$ cat config.mk
export PLATFORM = sky130hd
export DESIGN_NAME = smb_stall_watchdog
export DESIGN_NICKNAME = d
export VERILOG_FILES = /design/src/rtl/smbto_pkg.sv /design/src/rtl/smbto_gate.sv /design/src/rtl/smbto_counter.sv /design/src/rtl/smbto_errflag.sv /design/src/rtl/smb_stall_watchdog.sv
export SDC_FILE = /design/constraint.sdc
export NUM_CORES = 1
export LEC_CHECK = 0
export BUFFER_PORTS_ARGS = -buffer_cell sky130_fd_sc_hd__buf_4
export CELL_PAD_IN_SITES_DETAIL_PLACEMENT = 0
export CELL_PAD_IN_SITES_GLOBAL_PLACEMENT = 1
export CORE_MARGIN = 10
export CORE_UTILIZATION = 32
export CTS_BUF_LIST = sky130_fd_sc_hd__clkbuf_2 sky130_fd_sc_hd__clkbuf_4 sky130_fd_sc_hd__clkbuf_8
export CTS_CLUSTER_DIAMETER = 80
export DETAILED_ROUTE_END_ITERATION = 10
export GPL_TIMING_DRIVEN = 0
export PLACE_DENSITY = 0.63
export SLEW_MARGIN = 25
export SYNTH_ARGS = -nofsm -noshare
export SYNTH_HDL_FRONTEND = slang
export SYNTH_HIERARCHICAL = 1
export SYNTH_SLANG_ARGS = --single-unit
$ cat constraint.sdc
create_clock -name clk -period 1.2 [get_ports clk]
set_clock_uncertainty 0.1 [all_clocks]
set_input_delay 0.18 -clock clk [delete_from_list [all_inputs] [get_ports clk]]
set_output_delay 0.18 -clock clk [all_outputs]
set_load 0.03 [all_outputs]
$ cat src/rtl/smbto_pkg.sv
package smbto_pkg;

    localparam int unsigned DEF_LIMIT = 800;

    typedef struct packed {
        logic zero;     // wait ended: drop the count
        logic advance;  // qualifying tick this cycle
    } cnt_ctl_t;

    typedef struct packed {
        logic set_err;
        logic clr_err;
        logic expire;
    } flag_ev_t;

    function automatic cnt_ctl_t qualify(input logic tick, input logic wait_rsp,
                                         input logic bdone, input logic lock);
        cnt_ctl_t c;
        c.zero    = !wait_rsp;
        c.advance = tick && wait_rsp && !bdone && lock;
        return c;
    endfunction

endpackage

$ cat src/rtl/smbto_gate.sv
module smbto_gate
    import smbto_pkg::*;
(
    input  logic     tick_en,
    input  logic     await_rsp,
    input  logic     byte_done,
    input  logic     lockup_ind,
    output cnt_ctl_t ctl
);
    always_comb ctl = qualify(tick_en, await_rsp, byte_done, lockup_ind);
endmodule

$ cat src/rtl/smbto_counter.sv
module smbto_counter
    import smbto_pkg::*;
#(
    parameter int unsigned LIMIT = DEF_LIMIT
) (
    input  logic     clk,
    input  logic     rst,
    input  cnt_ctl_t ctl,
    input  logic     await_rsp,
    input  logic     inhibit,
    output logic     expire
);
    localparam int unsigned CW = $clog2(LIMIT + 1);
    localparam logic [CW-1:0] LAST = CW'(LIMIT - 1);
    localparam logic [CW-1:0] TOP  = CW'(LIMIT);

    logic [CW-1:0] cnt;
    logic          room;

    always_comb begin
        room   = (cnt < TOP);
        expire = ctl.advance && (cnt == LAST);
    end

    always_ff @(posedge clk) begin
        if (rst || ctl.zero)             cnt <= '0;
        else if (ctl.advance && room)    cnt <= cnt + 1'b1;
    end

    // count never passes the limit
    p_no_overflow_r6: assert property (@(posedge clk) disable iff (rst)
        cnt <= TOP);
    // idle wait returns count to zero
    p_idle_zero_r5: assert property (@(posedge clk) disable iff (rst)
        !await_rsp |=> cnt == '0);
    // inhibited count is frozen (covers both byte-done and lockup gates)
    p_hold_r3_r4: assert property (@(posedge clk) disable iff (rst)
        (await_rsp && inhibit) |=> $stable(cnt));
endmodule

$ cat src/rtl/smbto_errflag.sv
module smbto_errflag
    import smbto_pkg::*;
(
    input  logic     clk,
    input  logic     rst,
    input  flag_ev_t ev,
    output logic     dev_err,
    output logic     abort_pulse
);
    always_ff @(posedge clk) begin
        if (rst) begin
            dev_err     <= 1'b0;
            abort_pulse <= 1'b0;
        end else begin
            abort_pulse <= ev.expire;
            if (ev.clr_err)                   dev_err <= 1'b0;
            else if (ev.set_err || ev.expire) dev_err <= 1'b1;
        end
    end

    p_clr_wins_r9: assert property (@(posedge clk) disable iff (rst)
        ev.clr_err |=> !dev_err);
    p_sticky_r7: assert property (@(posedge clk) disable iff (rst)
        (dev_err && !ev.clr_err) |=> dev_err);
    p_abort_one_r2: assert property (@(posedge clk) disable iff (rst)
        abort_pulse |=> !abort_pulse);
endmodule

$ cat src/rtl/smb_stall_watchdog.sv
module smb_stall_watchdog
    import smbto_pkg::*;
#(
    parameter int unsigned LIMIT = DEF_LIMIT
) (
    input  logic clk,
    input  logic rst,
    input  logic tick_en,
    input  logic await_rsp,
    input  logic byte_done,
    input  logic lockup_ind,
    input  logic nack_evt,
    input  logic err_clr,
    output logic dev_err,
    output logic abort_pulse
);
    cnt_ctl_t ctl;
    flag_ev_t ev;
    logic     expire;

    smbto_gate u_gate (
        .tick_en   (tick_en),
        .await_rsp (await_rsp),
        .byte_done (byte_done),
        .lockup_ind(lockup_ind),
        .ctl       (ctl)
    );

    smbto_counter #(.LIMIT(LIMIT)) u_cnt (
        .clk      (clk),
        .rst      (rst),
        .ctl      (ctl),
        .await_rsp(await_rsp),
        .inhibit  (byte_done || !lockup_ind),
        .expire   (expire)
    );

    always_comb begin
        ev.expire  = expire;
        ev.set_err = nack_evt;
        ev.clr_err = err_clr;
    end

    smbto_errflag u_flag (
        .clk        (clk),
        .rst        (rst),
        .ev         (ev),
        .dev_err    (dev_err),
        .abort_pulse(abort_pulse)
    );

    // an abort always coincides with the flag unless a clear landed
    p_abort_flags_r7: assert property (@(posedge clk) disable iff (rst)
        abort_pulse |-> (dev_err || $past(err_clr)));
    p_nack_sets_r8: assert property (@(posedge clk) disable iff (rst)
        (nack_evt && !err_clr) |=> dev_err);
endmodule

==> reports/metrics.cfg, run 1 <==
[final_layout]
layout_common_cells = buf_4 (13), nor2_1 (10), nand2_1 (8)
area_growth_pct = 50.1
fin_nets = 98
final-seq-area_um2 = 262
stdcell_count = 112
multi_input_area_um2 = 392
final_util = 0.501
antennaDiodeCount = 0
final_common_cell = buf_4
drive_gt1_frac = 0.471
fillers = 169

[critical_path]
crit_chain = ha_4 > nand4_1 > nor3b_2 > xnor2_1 > nor2_1
reg2reg_to = u_cnt/cnt[6]
timing.rr.start = u_cnt/cnt[0]
reg2reg_depth = 5
arrival_ps = 1420
required_ps = 1250
path_depth = 5
crit_fanout = 3
critPathKind = flip-flop to flip-flop
end_kind = flip-flop
path_buf_inv = 0
crit_slowest_cell = dfxtp_4
max_stage_delay_ps = 370
critical-path-top-delay-family = simple AND/OR/NAND/NOR gates
r2r_slack_ps = -180
crit_path_start_kind = flip-flop

[clocking]
clk_pin_slew_ps = 70
cts_root_buf = clkbuf_4
cts_buffers = 3
cts_num_sinks = 12
clkLatencyLatePin_ps = 270
cts_tree = built
cts_buffer_depth = 2
cts_htree_levels = 1

[routing]
detail_route.wl_per_cell_um = 12.9
vias = 539
wirelength_mm = 1.45
viasPerCell = 4.81
drt_iter0_markers = 5
drt-pass1-iter-count = 4
drc_errors = 0
drtAntennaViolNets = 0

[die]
dieHeight_um = 62.5
fp.dieArea_um2 = 3900
start_util = 0.334
dieWidth_um = 62.5
num_rows = 15
ios = 10
core_um2 = 1730

[grt]
grt.overflow.total = 0
first_global_vias = 587
grt_start_max_net_pins = 11
grt_pass1_wl_mm = 2.65
grtUsageTotal = 0.0819
antenna_found_initial = 0

[pwr]
switching_share = 0.226
seqPwrFrac = 0.565
p_leak_nw = 0.322
clockPowerShare = 0.358
p_sw_uw = 156
power_density_nw_per_um2 = 798
power_uw = 691
internal_power_uw = 534
ir_drop_mv = 0.529
comb_power_share = 0.077

[sta]
timing.slew.headroom = 0.669
finalCritPeriodShare = 1.15
timing.final.max_slew_violations = 0
setup_viol = 10
tightestPinTransition_ps = 496
setup_ws_ps = -176
period_minus_slack_ps = 1380
fmax_mhz = 727
finalHoldViolCount = 0
rsz0062_at_grt = yes

[status]
violations = negative setup slack
outcome = finished with violations

[worst_hold_path]
min_from = nack_evt
hold_depth = 3
hold_end = u_flag/dev_err
hp-class = input port to flip-flop

[placed_design]
gp_congestion = 0.714
port_buffers = 9
place_inst = 101
place_hpwl_um = 927

[yosys]
ys.warnings.count = 6
netlist_area_um2 = 577
syn_avg_cell_area_um2 = 8.61
syn_inst = 67
synth_nets = 76

[flow_run]
maxCapViolCount = 0

## worst min-delay path: stages
cell and delay [ps]:
buf_4 70, nor3_1 40, nor3_1 100
## metrics by stage
step                area, µm²  TNS [ps]  setup slack (ps)  hold slack, ps
floorplan                 612      -121             -42.6             152
global placement          711     -1510              -223             242
detailed placement        711     -1420              -202             244
CTS                       842      -843              -119            69.4
global route              866     -2150              -261             123
finish                    866     -1130              -176            69.2
## routing by layer
layer	global-route usage	share of wire	up-vias
met2	0.132	0.48	7
met4	0.0363	0.019	0
li1	-	-	278
met1	0.0959	0.48	250
met3	0.0269	0.026	4
met5	0	0	-
## power groups by stage
| stage | clock network (mW) | logic (mW) | registers (mW) |
|---|---|---|---|
| finish | 0.247 | 0.0531 | 0.390 |
| global route | 0.271 | 0.0587 | 0.391 |
| CTS | 0.253 | 0.0529 | 0.390 |
| detailed placement | 0 | 0.0456 | 0.411 |
| global placement | 0 | 0.0456 | 0.411 |
| floorplan | 0 | 0.0166 | 0.414 |
## flip-flops by register name, summed over array words and instances, names as in the netlist
register / cells
u_cnt/cnt: 10
u_flag/abort_pulse: 1
u_flag/dev_err: 1
## final cells by class
cell class | instances | area share
plain buffers | 2 | 0.0173
clock buffers | 3 | 0.0260
inverters | 1 | 0.00434
multi-input cells | 52 | 0.452
flip-flops and latches | 12 | 0.302
well taps | 25 | 0.0361
repair buffers | 17 | 0.162
## what timing repair did
item / in CTS / in global routing
hold endpoints to repair: 2 / 0
hold buffers: 2 / 0
buffers inserted: 6 / 0
pin swaps: 10 / 7
gates resized for setup: 15 / 6
setup endpoints to repair: 11 / 12
## worst max-delay path by stage
stage                      start           end  slack [ps]
CTS                 u_cnt/cnt[5]  u_cnt/cnt[2]        -120
global route        u_cnt/cnt[6]  u_cnt/cnt[5]        -260
detailed placement     byte_done  u_cnt/cnt[7]        -200
global placement       byte_done  u_cnt/cnt[8]        -220
floorplan              byte_done  u_cnt/cnt[7]         -40
finish              u_cnt/cnt[0]  u_cnt/cnt[6]        -180
(Power assumes the default switching activity.)
==> run 2: changes to the inputs <==
==> constraint.sdc (replaced) <==
create_clock -name clk -period 1.2 [get_ports clk]
set_clock_uncertainty 0.1 [all_clocks]
set_input_delay 0.12 -clock clk [delete_from_list [all_inputs] [get_ports clk]]
set_output_delay 0.12 -clock clk [all_outputs]
set_load 0.03 [all_outputs]
==> reports/metrics.cfg, run 2 (synthesis results as in run 1) <==
[clocking]
cts_buffer_depth = 2  ; unchanged
cts_tree = built
cts_root_buf = clkbuf_4
cts_htree_levels = 1  ; unchanged
cts_buffers = 3  ; unchanged
clkLatencyLatePin_ps = 270  ; about the same
cts_num_sinks = 12  ; unchanged
clk_pin_slew_ps = 70  ; about the same

[critical_path]
critPathKind = flip-flop to flip-flop
required_ps = 1250  ; about the same
end_kind = flip-flop
arrival_ps = 1380  ; -40 ps
crit_path_start_kind = flip-flop
crit_fanout = 6  ; +3

[final_layout]
drive_gt1_frac = 0.432  ; -0.0394
final_util = 0.484  ; -0.0174
antennaDiodeCount = 0  ; unchanged
layout_common_cells = buf_4 (16), nor2_1 (11), nand2_1 (8), xor2_1 (5), dfxtp_1 (5)
largestRegisters = u_cnt/cnt: 10 flops, u_flag/abort_pulse: 1 flops, u_flag/dev_err: 1 flops
largest_reg_flops = 10  ; unchanged
area_growth_pct = 44.9
final_common_cell = buf_4
regMostFlops = u_cnt/cnt
fin_nets = 99  ; +1.0%
fillers = 182  ; +7.7%

[sta]
finalHoldViolCount = 0  ; unchanged
setup_viol = 12  ; +2
fmax_mhz = 750  ; +3.1%
finalCritPeriodShare = 1.11  ; -0.0348
timing.slew.headroom = 0.681  ; +0.0120
timing.final.max_slew_violations = 0  ; unchanged
tightestPinTransition_ps = 478  ; -18.0 ps
rsz0062_at_grt = yes
setup_ws_ps = -134  ; +41.8 ps
period_minus_slack_ps = 1330  ; -41.8 ps

[grt]
grt.overflow.total = 0  ; unchanged
antenna_found_initial = 0  ; unchanged
grtUsageTotal = 0.0756  ; -0.00627
grt_pass1_wl_mm = 2.38  ; -10%
grt_start_max_net_pins = 11  ; unchanged
first_global_vias = 557  ; -5.1%

[pwr]
p_leak_nw = 0.314  ; -2.6%
power_uw = 691  ; about the same
power_density_nw_per_um2 = 827  ; +3.6%
ir_drop_mv = 0.520  ; -1.6%

[routing]
wirelength_mm = 1.36  ; -6.0%
vias = 530  ; -1.7%
drt_iter0_markers = 4  ; -1
detail_route.wl_per_cell_um = 12.1  ; -6.8%
drc_errors = 0  ; unchanged
viasPerCell = 4.69  ; -2.5%
drt-pass1-iter-count = 3  ; -1
drtAntennaViolNets = 0  ; unchanged

[die]
start_util = 0.334  ; unchanged
dieWidth_um = 62.5  ; unchanged
fp.dieArea_um2 = 3900  ; unchanged
num_rows = 15  ; unchanged
dieHeight_um = 62.5  ; unchanged
ios = 10  ; unchanged
core_um2 = 1730  ; unchanged

[status]
outcome = finished with violations
violations = negative setup slack

[placed_design]
dpl_worst_slack_ps = -153  ; +48.8 ps
port_buffers = 9  ; unchanged
gp_congestion = 0.694  ; -2.8%
place_hpwl_um = 917  ; -1.1%

[flow_run]
maxCapViolCount = 0  ; unchanged

[worst_hold_path]
hp-class = input port to flip-flop

==> run 2: cell type report <==
class | instances | area [µm²] | area share
sequential | 12 | 259 | 0.310
clock buffer | 3 | 22.5 | 0.0269
inverter | 1 | 3.75 | 0.00449
tap | 25 | 31.3 | 0.0374
multi-input combinational | 52 | 364 | 0.436
buffer | 2 | 11.3 | 0.0135
timing repair buffer | 18 | 144 | 0.172
==> run 2: where the power goes <==
| group | internal, mW | switching (mW) |
|---|---|---|
| Combinational | 0.0297 | 0.0231 |
| Sequential | 0.391 | 0.00130 |
| Clock | 0.116 | 0.130 |
| Total | 0.537 | 0.154 |
==> run 2: metrics by stage <==
| step | instance area [µm²] | cells | hold WS (ps) | setup TNS, ps |
|---|---|---|---|---|
| after floorplan | 609 | 67 | 91.6 | -55.9 |
| after global placement | 708 | 101 | 182 | -1290 |
| after detailed placement | 708 | 101 | 185 | -1240 |
| after CTS | 827 | 112 | 12.4 | -1000 |
| after global routing | 836 | 113 | 49.3 | -1980 |
| final | 836 | 113 | 18.3 | -1010 |
==> run 2: what timing repair did <==
item	4_1_cts	5_1_grt
cloned	0	0
pin swaps	10	5
endpoints found under the hold margin	2	0
resized for setup	11	1
hold buffers	2	0
setup endpoints to repair	11	12
buffers inserted	6	1
==> run 2: final timing paths <==
kind | cells past startpoint | start | slack [ps] | end
worst max-delay path | 4 | u_cnt/cnt[5] | -130 | u_cnt/cnt[4]
worst min register to register | 2 | u_cnt/cnt[8] | 410 | u_cnt/cnt[8]
worst min-delay path | 3 | nack_evt | 20 | u_flag/dev_err
worst max register to register | 4 | u_cnt/cnt[5] | -130 | u_cnt/cnt[4]
==> run 2: per-layer routing <==
metal / vias up / global-route usage / part of all wire
li1: 280 / - / -
met1: 239 / 0.0824 / 0.49
met2: 9 / 0.123 / 0.46
met3: 2 / 0.0394 / 0.044
met4: 0 / 0.0251 / 0.0095
met5: - / 0 / 0
==> run 2: worst max-delay path, stage by stage, from the launching register on <==
cell and delay [ps]:
dfxtp_2 360, o311ai_4 380, nand4_1 160, xor2_1 160, nor2_1 50
==> run 3: changes to the inputs <==
--- a/config.mk
+++ b/config.mk
@@ -14,7 +14,7 @@
 export CTS_CLUSTER_DIAMETER = 80
 export DETAILED_ROUTE_END_ITERATION = 10
 export GPL_TIMING_DRIVEN = 0
-export PLACE_DENSITY = 0.63
+export PLACE_DENSITY = 0.6
 export SLEW_MARGIN = 25
 export SYNTH_ARGS = -nofsm -noshare
 export SYNTH_HDL_FRONTEND = slang
==> constraint.sdc (replaced) <==
create_clock -name clk -period 1.6 [get_ports clk]
set_clock_uncertainty 0.1 [all_clocks]
set_input_delay 0.16 -clock clk [delete_from_list [all_inputs] [get_ports clk]]
set_output_delay 0.16 -clock clk [all_outputs]
set_load 0.03 [all_outputs]
==> reports/metrics.cfg, run 3 (synthesis results as in run 1) <==
[die]
dieHeight_um = 62.5  ; unchanged
start_util = 0.334  ; unchanged
core_um2 = 1730  ; unchanged
num_rows = 15  ; unchanged
dieWidth_um = 62.5  ; unchanged
fp.dieArea_um2 = 3900  ; unchanged
ios = 10  ; unchanged

[final_layout]
fin_nets = 91  ; -8.1%
final_util = 0.428  ; -0.0558
antennaDiodeCount = 0  ; unchanged
layout_common_cells = dfxtp_1 (12), nor2_1 (11), buf_4 (9), nand2_1 (8), xor2_1 (5)
largest_reg_flops = 10  ; unchanged
drive_gt1_frac = 0.247  ; -0.185
fillers = 191  ; +4.9%
regMostFlops = u_cnt/cnt
final-seq-area_um2 = 240  ; -7.2%
multi_input_area_um2 = 335  ; -7.9%
largestRegisters = u_cnt/cnt: 10 flops, u_flag/abort_pulse: 1 flops, u_flag/dev_err: 1 flops
area_growth_pct = 28.2
final_common_cell = dfxtp_1

[pwr]
ir_drop_mv = 0.271  ; -48%
seqPwrFrac = 0.516  ; -0.052
power_density_nw_per_um2 = 788  ; -4.7%
p_leak_nw = 0.281  ; -10%
clockPowerShare = 0.422  ; +0.066
power_uw = 583  ; -16%
switching_share = 0.214  ; -0.00903
internal_power_uw = 458  ; -15%
comb_power_share = 0.062  ; -0.014
p_sw_uw = 125  ; -19%

[sta]
finalHoldViolCount = 0  ; unchanged
period_minus_slack_ps = 1440  ; +102 ps
finalCritPeriodShare = 0.897  ; -0.214
timing.slew.headroom = 0.767  ; +0.0859
fin_tns_setup_ps = 0  ; +1010 ps
timing.final.max_slew_violations = 0  ; unchanged
fmax_mhz = 696  ; -7.1%
setup_viol = 0  ; -12
tightestPinTransition_ps = 349  ; -130 ps
rsz0062_at_grt = no

[critical_path]
reg2reg_depth = 5  ; +1
arrival_ps = 1510  ; +130 ps
required_ps = 1670  ; +420 ps
end_kind = flip-flop
critPathKind = flip-flop to flip-flop
crit_fanout = 4  ; -2
crit_path_start_kind = flip-flop

[routing]
viasPerCell = 4.80  ; +2.4%
detail_route.wl_per_cell_um = 12.0  ; -0.44%
vias = 509  ; -4.0%
drc_errors = 0  ; unchanged
drt-pass1-iter-count = 3  ; unchanged
drtAntennaViolNets = 0  ; unchanged
wirelength_mm = 1.27  ; -6.6%
drt_iter0_markers = 7  ; +3

[worst_hold_path]
hold_depth = 3  ; unchanged
hp-class = input port to flip-flop

[clocking]
clkLatencyLatePin_ps = 280  ; about the same
clk_pin_slew_ps = 80  ; about the same
cts_root_buf = clkbuf_4
cts_buffer_depth = 2  ; unchanged
cts_setup_buffers = 0  ; -6
cts_tree = built
cts_buffers = 3  ; unchanged
cts_htree_levels = 1  ; unchanged
cts_num_sinks = 12  ; unchanged

[grt]
grt_start_max_net_pins = 11  ; unchanged
first_global_vias = 530  ; -4.8%
grt_pass1_wl_mm = 2.40  ; +0.88%
grt.overflow.total = 0  ; unchanged
grtUsageTotal = 0.0757  ; about the same
antenna_found_initial = 0  ; unchanged

[placed_design]
gp_congestion = 0.749  ; +8.0%
place_hpwl_um = 922  ; +0.62%
port_buffers = 9  ; unchanged

[flow_run]
maxCapViolCount = 0  ; unchanged

[status]
outcome = completed

-- run 3: changes by cell type in the layout (fill, tap and decap cells not counted), sizes merged --
cell	before	now
buf	17	10
-- run 3: worst paths after layout --
path	from	end	slack (ps)
setup / recovery	u_cnt/cnt[0]	u_cnt/cnt[6]	160
hold / removal	nack_evt	u_flag/dev_err	60
setup reg to reg	u_cnt/cnt[0]	u_cnt/cnt[6]	160
hold reg to reg	u_cnt/cnt[1]	u_cnt/cnt[1]	400
-- run 3: per-layer routing --
layer,vias up,track usage,wire (µm),share of wire
met5,-,0,0,0
met4,0,0.0503,21,0.017
met3,4,0.0305,57,0.045
met2,7,0.114,586,0.46
met1,234,0.0856,607,0.48
li1,264,-,-,-
-- run 3: power groups by stage --
stage	logic, mW	registers, mW	clock network, mW
after floorplan	0.0114	0.310	0
after global placement	0.0329	0.308	0
after detailed placement	0.0330	0.308	0
after CTS	0.0369	0.301	0.260
after global routing	0.0410	0.301	0.269
final	0.0360	0.301	0.246
-- run 3: metrics by stage --
stage                     hold WS [ps]  cell area (µm²)  instances  setup WS (ps)
final                             59.7              739        106            164
after global routing               109              739        106           38.6
after CTS                         47.7              732        107           45.8
after detailed placement           227              676        101           61.3
after global placement             224              676        101           45.7
after floorplan                    132              577         67            239
-- run 3: what timing repair did --
| action | in CTS | in global routing |
|---|---|---|
| setup endpoints to repair | 0 | 3 |
| hold buffers | 2 | 0 |
| resized for setup | 0 | 2 |
| endpoints found under the hold margin | 2 | 0 |
-- run 3: layout make-up --
class / count / area share
Multi-Input combinational cell: 52 / 0.453
Sequential cell: 12 / 0.325
Timing Repair Buffer: 11 / 0.118
Clock buffer: 4 / 0.0491
Tap cell: 25 / 0.0423
Buffer: 1 / 0.00677
Inverter: 1 / 0.00508
-- run 3: worst max-delay path, cell delays in order, from the launching register on --
cell,delay (ps)
dfxtp_1,390
ha_1,210
nand4_1,200
nor3b_2,240
xnor2_1,140
nor2_1,50
